==> src/rtl/uart_rx_pkg.sv <==
package uart_rx_pkg;

  // Trigger level selected by the two-bit code (1, 4, 8, 14 bytes).
  function automatic int unsigned rx_trig_level(input logic [1:0] sel);
    case (sel)
      2'b00:   return 1;
      2'b01:   return 4;
      2'b10:   return 8;
      default: return 14;
    endcase
  endfunction

  // Occupancy compared against the selected threshold.
  function automatic logic rx_meets_trigger(input int unsigned occ,
                                            input logic [1:0] sel);
    return occ >= rx_trig_level(sel);
  endfunction

endpackage

==> src/rtl/rx_fifo_store.sv <==
module rx_fifo_store #(
  parameter int DEPTH  = 16,
  parameter int DATA_W = 8
) (
  input  logic                         clk,
  input  logic                         rst_n,
  input  logic                         clr,
  input  logic                         wr_req,
  input  logic                         rd_req,
  input  logic [DATA_W-1:0]            wr_data,
  output logic [DATA_W-1:0]            rd_data,
  output logic [$clog2(DEPTH+1)-1:0]   count,
  output logic                         nonempty,
  output logic                         drop
);
  localparam int PTR_W = $clog2(DEPTH);
  localparam int CNT_W = $clog2(DEPTH+1);
  localparam logic [CNT_W-1:0] FULL_CNT = CNT_W'(DEPTH);
  localparam logic [PTR_W-1:0] LAST_PTR = PTR_W'(DEPTH - 1);

  logic [DATA_W-1:0] mem [DEPTH];
  logic [PTR_W-1:0]  head_q, tail_q, head_nx, tail_nx;
  logic              full, empty, do_wr, do_rd;

  assign full  = (count == FULL_CNT);
  assign empty = (count == '0);
  assign do_wr = wr_req && !clr && !full;
  assign do_rd = rd_req && !clr && !empty;
  assign drop  = wr_req && !clr && full;

  // Pointer advance: natural wrap for a power-of-two depth, compare otherwise.
  generate
    if ((1 << PTR_W) == DEPTH) begin : g_pow2_wrap
      assign head_nx = head_q + 1'b1;
      assign tail_nx = tail_q + 1'b1;
    end else begin : g_cmp_wrap
      assign head_nx = (head_q == LAST_PTR) ? '0 : head_q + 1'b1;
      assign tail_nx = (tail_q == LAST_PTR) ? '0 : tail_q + 1'b1;
    end
  endgenerate

  always_ff @(posedge clk) begin
    if (do_wr) mem[head_q] <= wr_data;
  end

  always_ff @(posedge clk or negedge rst_n) begin
    if (!rst_n) begin
      head_q   <= '0;
      tail_q   <= '0;
      count    <= '0;
      nonempty <= 1'b0;
    end else if (clr) begin
      head_q   <= '0;
      tail_q   <= '0;
      count    <= '0;
      nonempty <= 1'b0;
    end else begin
      if (do_wr) head_q <= head_nx;
      if (do_rd) tail_q <= tail_nx;
      case ({do_wr, do_rd})
        2'b10:   count <= count + 1'b1;
        2'b01:   count <= count - 1'b1;
        default: count <= count;
      endcase
      if (do_wr)
        nonempty <= 1'b1;
      else if (do_rd && count == CNT_W'(1))
        nonempty <= 1'b0;
    end
  end

  assign rd_data = mem[tail_q];

endmodule

==> src/rtl/rx_hold_reg.sv <==
module rx_hold_reg #(
  parameter int DATA_W = 8
) (
  input  logic              clk,
  input  logic              rst_n,
  input  logic              wr,
  input  logic              rd,
  input  logic [DATA_W-1:0] wr_data,
  output logic [DATA_W-1:0] data,
  output logic              valid,
  output logic              clobber
);
  // A byte is lost only when the previous one is still unread.
  assign clobber = wr && valid && !rd;

  always_ff @(posedge clk or negedge rst_n) begin
    if (!rst_n) begin
      data  <= '0;
      valid <= 1'b0;
    end else begin
      if (wr) begin
        data  <= wr_data;
        valid <= 1'b1;
      end else if (rd) begin
        valid <= 1'b0;
      end
    end
  end

endmodule

==> src/rtl/rx_line_status.sv <==
module rx_line_status #(
  parameter int DEPTH = 16
) (
  input  logic                       clk,
  input  logic                       rst_n,
  input  logic                       fifo_en,
  input  logic [1:0]                 trig_sel,
  input  logic [$clog2(DEPTH+1)-1:0] occ,
  input  logic                       hold_valid,
  input  logic                       ovr_event,
  input  logic                       lsr_read,
  output logic                       overrun,
  output logic                       rx_avail
);
  import uart_rx_pkg::*;

  always_ff @(posedge clk or negedge rst_n) begin
    if (!rst_n)
      overrun <= 1'b0;
    else if (ovr_event)
      overrun <= 1'b1;
    else if (lsr_read)
      overrun <= 1'b0;
  end

  always_comb begin
    if (fifo_en) rx_avail = rx_meets_trigger(32'(occ), trig_sel);
    else         rx_avail = hold_valid;
  end

endmodule

==> src/rtl/uart_rx_fifo.sv <==
module uart_rx_fifo #(
  parameter int DEPTH  = 16,
  parameter int DATA_W = 8
) (
  input  logic                       clk,
  input  logic                       rst_n,
  input  logic                       fifo_en,
  input  logic [1:0]                 trig_sel,
  input  logic                       fifo_clr,
  input  logic                       push,
  input  logic [DATA_W-1:0]          push_data,
  input  logic                       pop,
  output logic [DATA_W-1:0]          pop_data,
  input  logic                       lsr_read,
  output logic [$clog2(DEPTH+1)-1:0] count,
  output logic                       data_ready,
  output logic                       overrun,
  output logic                       rx_avail
);
  logic [DATA_W-1:0] q_data, h_data;
  logic              q_nonempty, q_drop;
  logic              h_valid, h_clobber;
  logic              ovr_event;

  rx_fifo_store #(.DEPTH(DEPTH), .DATA_W(DATA_W)) u_store (
    .clk      (clk),
    .rst_n    (rst_n),
    .clr      (fifo_clr),
    .wr_req   (push && fifo_en),
    .rd_req   (pop && fifo_en),
    .wr_data  (push_data),
    .rd_data  (q_data),
    .count    (count),
    .nonempty (q_nonempty),
    .drop     (q_drop)
  );

  rx_hold_reg #(.DATA_W(DATA_W)) u_hold (
    .clk     (clk),
    .rst_n   (rst_n),
    .wr      (push && !fifo_en),
    .rd      (pop && !fifo_en),
    .wr_data (push_data),
    .data    (h_data),
    .valid   (h_valid),
    .clobber (h_clobber)
  );

  assign ovr_event = fifo_en ? q_drop : h_clobber;

  rx_line_status #(.DEPTH(DEPTH)) u_lsr (
    .clk        (clk),
    .rst_n      (rst_n),
    .fifo_en    (fifo_en),
    .trig_sel   (trig_sel),
    .occ        (count),
    .hold_valid (h_valid),
    .ovr_event  (ovr_event),
    .lsr_read   (lsr_read),
    .overrun    (overrun),
    .rx_avail   (rx_avail)
  );

  assign data_ready = fifo_en ? q_nonempty : h_valid;
  assign pop_data   = fifo_en ? q_data : h_data;

endmodule

==> config.mk <==
export PLATFORM = sky130hd
export DESIGN_NAME = uart_rx_fifo
export DESIGN_NICKNAME = d
export VERILOG_FILES = /design/src/rtl/uart_rx_pkg.sv /design/src/rtl/rx_fifo_store.sv /design/src/rtl/rx_hold_reg.sv /design/src/rtl/rx_line_status.sv /design/src/rtl/uart_rx_fifo.sv
export SDC_FILE = /design/constraint.sdc
export NUM_CORES = 1
export LEC_CHECK = 0
export BUFFER_PORTS_ARGS = -buffer_cell sky130_fd_sc_hd__buf_4
export CORE_MARGIN = 8
export CORE_UTILIZATION = 45
export CTS_BUF_LIST = sky130_fd_sc_hd__clkbuf_16
export DETAILED_ROUTE_END_ITERATION = 16
export GPL_ROUTABILITY_DRIVEN = 0
export PLACE_DENSITY_LB_ADDON = 0.1
export SLEW_MARGIN = 40
export SYNTH_ARGS = -nofsm -noshare
export SYNTH_HDL_FRONTEND = slang
export SYNTH_SLANG_ARGS = --single-unit
==> constraint.sdc <==
create_clock -name clk -period 2.9 [get_ports clk]
set_clock_uncertainty 0.2 [all_clocks]
set_input_delay 0.145 -clock clk [delete_from_list [all_inputs] [get_ports clk]]
set_output_delay 0.145 -clock clk [all_outputs]
set_load 0.005 [all_outputs]
==> impl_metrics.yaml <==
power:
  powerDensity_mw_per_mm2: 669
  peakVddDrop_mv: 0.376
  p_leak_nw: 2.64
synth:
  synth_edf_count: 128
  yosys_warnings: 0
  synth_area_sq_mm: 0.00644
  ys_seq_elements: 152
  syn_nets: 384
  synth_ff_type: "edfxtp_1"
  synth_cells: 354
  async_flop_share_pct: 15.8
  ys_types: 44
  ys_seq_area_share_pct: 69.0
  avgSynthCellArea_sq_um: 18.2
timing:
  setup_viol: 0
  rsz0062_at_grt: "false"
  finalSetupTns_ps: 0
  final_max_slew_viol_count: 0
  fin_crit_ps: 2760
  finalHoldViolations: 0
  period_share_pct: 95.1
  max_freq_mhz: 363
  max_slew.worst_pin.slew_ps: 608
  slew_headroom_pct: 59.2
detailed_routing:
  drt-met1-wl_microns: 5990
  dr.pass1.iters: 4
  dr.first_iter.drc_count: 257
  via_count: 3358
  routed-wl-met2_microns: 6440
  met3WireLength_microns: 784
  remaining_drc_errors: 0
  topRoutingLayerUsed: "met4"
  antenna_left: 0
  via_per_inst: 5.62
  routed_wl_microns: 13500
  routedWlPerCell_microns: 22.6
grt:
  grt_max_degree: 26
  grt_pass1_vias: 3505
  grt_first_pass_wirelength_microns: 20600
  antenna_found_initial: 0
  grt.total_usage_pct: 15.5
  grt_overflow: 0
clocking:
  clk_pin_slew_worst_paths_ps: 60
  clock_path_buffers: 2
  cts_tree: "done"
  post_cts_buffers: 0
  cts_sinks: 152
  root_buffer: "clkbuf_16"
  clkLatencyLatePin_ps: 410
  cts-htree-levels: 4
  cts_buffers: 17
worst_setup_path:
  start_kind: "flop"
  timing.rr.end: "u_store.mem[0][2]"
  reg2reg_slack_ps: 360
  worstPathRequired_ps: 2560
  cp.arrival_ps: 2410
  crit_fanout: 18
  rr_worst_depth: 6
  critPathKind: "reg -> out"
  critPathCaptureType: "primary output"
  rr_startpoint: "u_store.count[0]"
cells_and_area:
  fill_cells: 1093
  final_layout_size_suffix_gt1_share_pct: 25.1
  multi_input_area_sq_mm: 0.00183
  diodes: 0
  regArea_sq_mm: 0.00445
  utilization_pct: 54.0
  fin_nets: 436
  area_growth_pct: 16.7
floorplanning:
  io_pins: 33
  rows: 43
  die_w_microns: 136
  core_area_sq_mm: 0.0139
  die_height_microns: 136
  dieArea_sq_mm: 0.0184
  initial_utilization_pct: 46.2
job:
  drv_cap: 0
place:
  dp_hpwl_microns: 8800
  port_buffers: 32
worst_hold_path:
  min_from: "fifo_en"
  worstHoldPathType: "in -> reg"
  whs_endpoint: "u_hold.valid"
  min_path_cells: 3
run_status:
  status: "complete, no violations"
-- cells by family (layout without fill, tap and decap cells) --
| group | Yosys count | in the layout | synth area share (%) |
|---|---|---|---|
| DFF | 152 | 152 | 69.0 |
| xor gates and xnor gates | 7 | 7 | 0.952 |
| buffers and inverters | 27 | 91 | 2.66 |
| adders and majority gates | 13 | 13 | 2.52 |
| muxes | 52 | 52 | 15.4 |
| and+or+nand+nor | 63 | 63 | 5.57 |
| AOI/OAI and AO/OA | 40 | 40 | 3.92 |
-- synthesized netlist by cell type (2+ instances only) --
library cell / count / share of area, %
nor3_1: 2 / 0.16
nand3b_1: 2 / 0.23
a32oi_1: 2 / 0.27
buf_6: 5 / 0.87
o21ai_0: 4 / 0.31
nand4_1: 3 / 0.29
nand3_1: 3 / 0.23
buf_2: 4 / 0.31
o22ai_1: 16 / 1.6
a21oi_1: 9 / 0.70
ha_1: 13 / 2.5
mux2_2: 17 / 3.0
clkbuf_1: 5 / 0.29
dfrtp_1: 24 / 9.3
inv_1: 9 / 0.52
and4_1: 4 / 0.54
nor2_1: 14 / 0.82
xor2_1: 4 / 0.54
and2_1: 10 / 0.97
edfxtp_1: 128 / 60
xnor2_1: 3 / 0.41
mux2i_1: 3 / 0.47
a211oi_1: 2 / 0.23
mux4_2: 19 / 6.6
nor2b_1: 2 / 0.19
clkbuf_8: 2 / 0.43
mux4_1: 13 / 5.3
and3_1: 5 / 0.49
nand2b_1: 4 / 0.39
nand2_1: 9 / 0.52
-- worst max-delay path by stage --
stage	start	endpoint	slack [ps]	depth (start not counted)
global placement	u_store.tail_q[1]	pop_data[2]	440	5
finish	u_store.tail_q[1]	pop_data[2]	140	5
CTS	u_store.tail_q[1]	pop_data[2]	100	5
global route	u_store.tail_q[1]	pop_data[0]	70	5
floorplan	u_store.count[0]	u_store.mem[7][0]	660	8
detailed placement	u_store.count[0]	u_store.mem[0][2]	370	6
-- layout by cell type (no fill, tap or decap), types with 2 or more instances in the layout --
cell           Yosys  final
edfxtp_1         128    128
buf_4              1     37
dfrtp_1           24     23
mux4_2            19     19
mux2_2            17     17
clkbuf_16          0     17
o22ai_1           16     16
nor2_1            14     14
inv_1              9     13
mux4_1            13     13
ha_1              13     13
dlygate4sd3_1      0     13
and2_1            10     10
nand2_1            9      9
a21oi_1            9      9
and3_1             5      5
nand2b_1           4      4
and4_1             4      4
o21ai_0            4      4
xor2_1             4      4
nand3_1            3      3
mux2i_1            3      3
xnor2_1            3      3
nand4_1            3      3
bufinv_16          0      3
clkinv_2           0      3
nor3_1             2      2
nand3b_1           2      2
a211oi_1           2      2
a32oi_1            2      2
clkinv_1           0      2
-- power breakdown --
| group | switching [W] | internal [W] |
|---|---|---|
| combinational | 0.000217 | 0.000205 |
| clock | 0.000808 | 0.00132 |
| sequential | 0.0000592 | 0.00241 |
| total | 0.00108 | 0.00394 |
-- repair_timing --
item | 4_1_cts | 5_1_grt
hold buffers | 14 | 0
gates resized for setup | 1 | 0
endpoints found under the hold margin | 171 | 0
endpoints found under the setup margin | 1 | 0
-- registers in the layout (all words and copies together), names as in the netlist --
| name | cells |
|---|---|
| u_store.mem | 128 |
| u_hold.data | 8 |
| u_store.count | 5 |
| u_store.head_q | 4 |
| u_store.tail_q | 4 |
| u_hold.valid | 1 |
| u_lsr.overrun | 1 |
| u_store.nonempty | 1 |
-- area by class of cell --
type / instances / share of cell area [%]
Sequential cell: 152 / 59.2
Multi-Input combinational cell: 175 / 24.3
Clock buffer: 17 / 5.66
Timing Repair Buffer: 51 / 5.49
Tap cell: 180 / 3.00
Clock inverter: 14 / 1.91
Inverter: 9 / 0.449
-- stage by stage --
| step | setup WS (ps) | hold slack, ps | total power [W] | std cells | area [sq um] |
|---|---|---|---|---|---|
| 2_1_floorplan | 664 | -351 | 0.00275 | 354 | 6440 |
| 3_3_place_gp | 436 | -132 | 0.00292 | 553 | 6810 |
| 3_5_place_dp | 368 | -138 | 0.00293 | 553 | 6810 |
| 4_1_cts | 104 | 47.5 | 0.00505 | 598 | 7520 |
| 5_1_grt | 67.1 | 93.2 | 0.00517 | 598 | 7520 |
| 6_report | 143 | 79.1 | 0.00503 | 598 | 7520 |
-- routing by layer --
layer,vias to the layer above,global-route usage (%)
met4,0,7.22
li1,1528,-
met1,1731,20.3
met5,-,0
met3,20,3.19
met2,79,24.3
-- worst max-delay path: stages, from the launching register on --
cell	delay (ps)
dfrtp_4	620
mux4_1	630
mux2_2	300
o22ai_1	180
a21oi_1	90
buf_4	160
(Power assumes the default switching activity.)
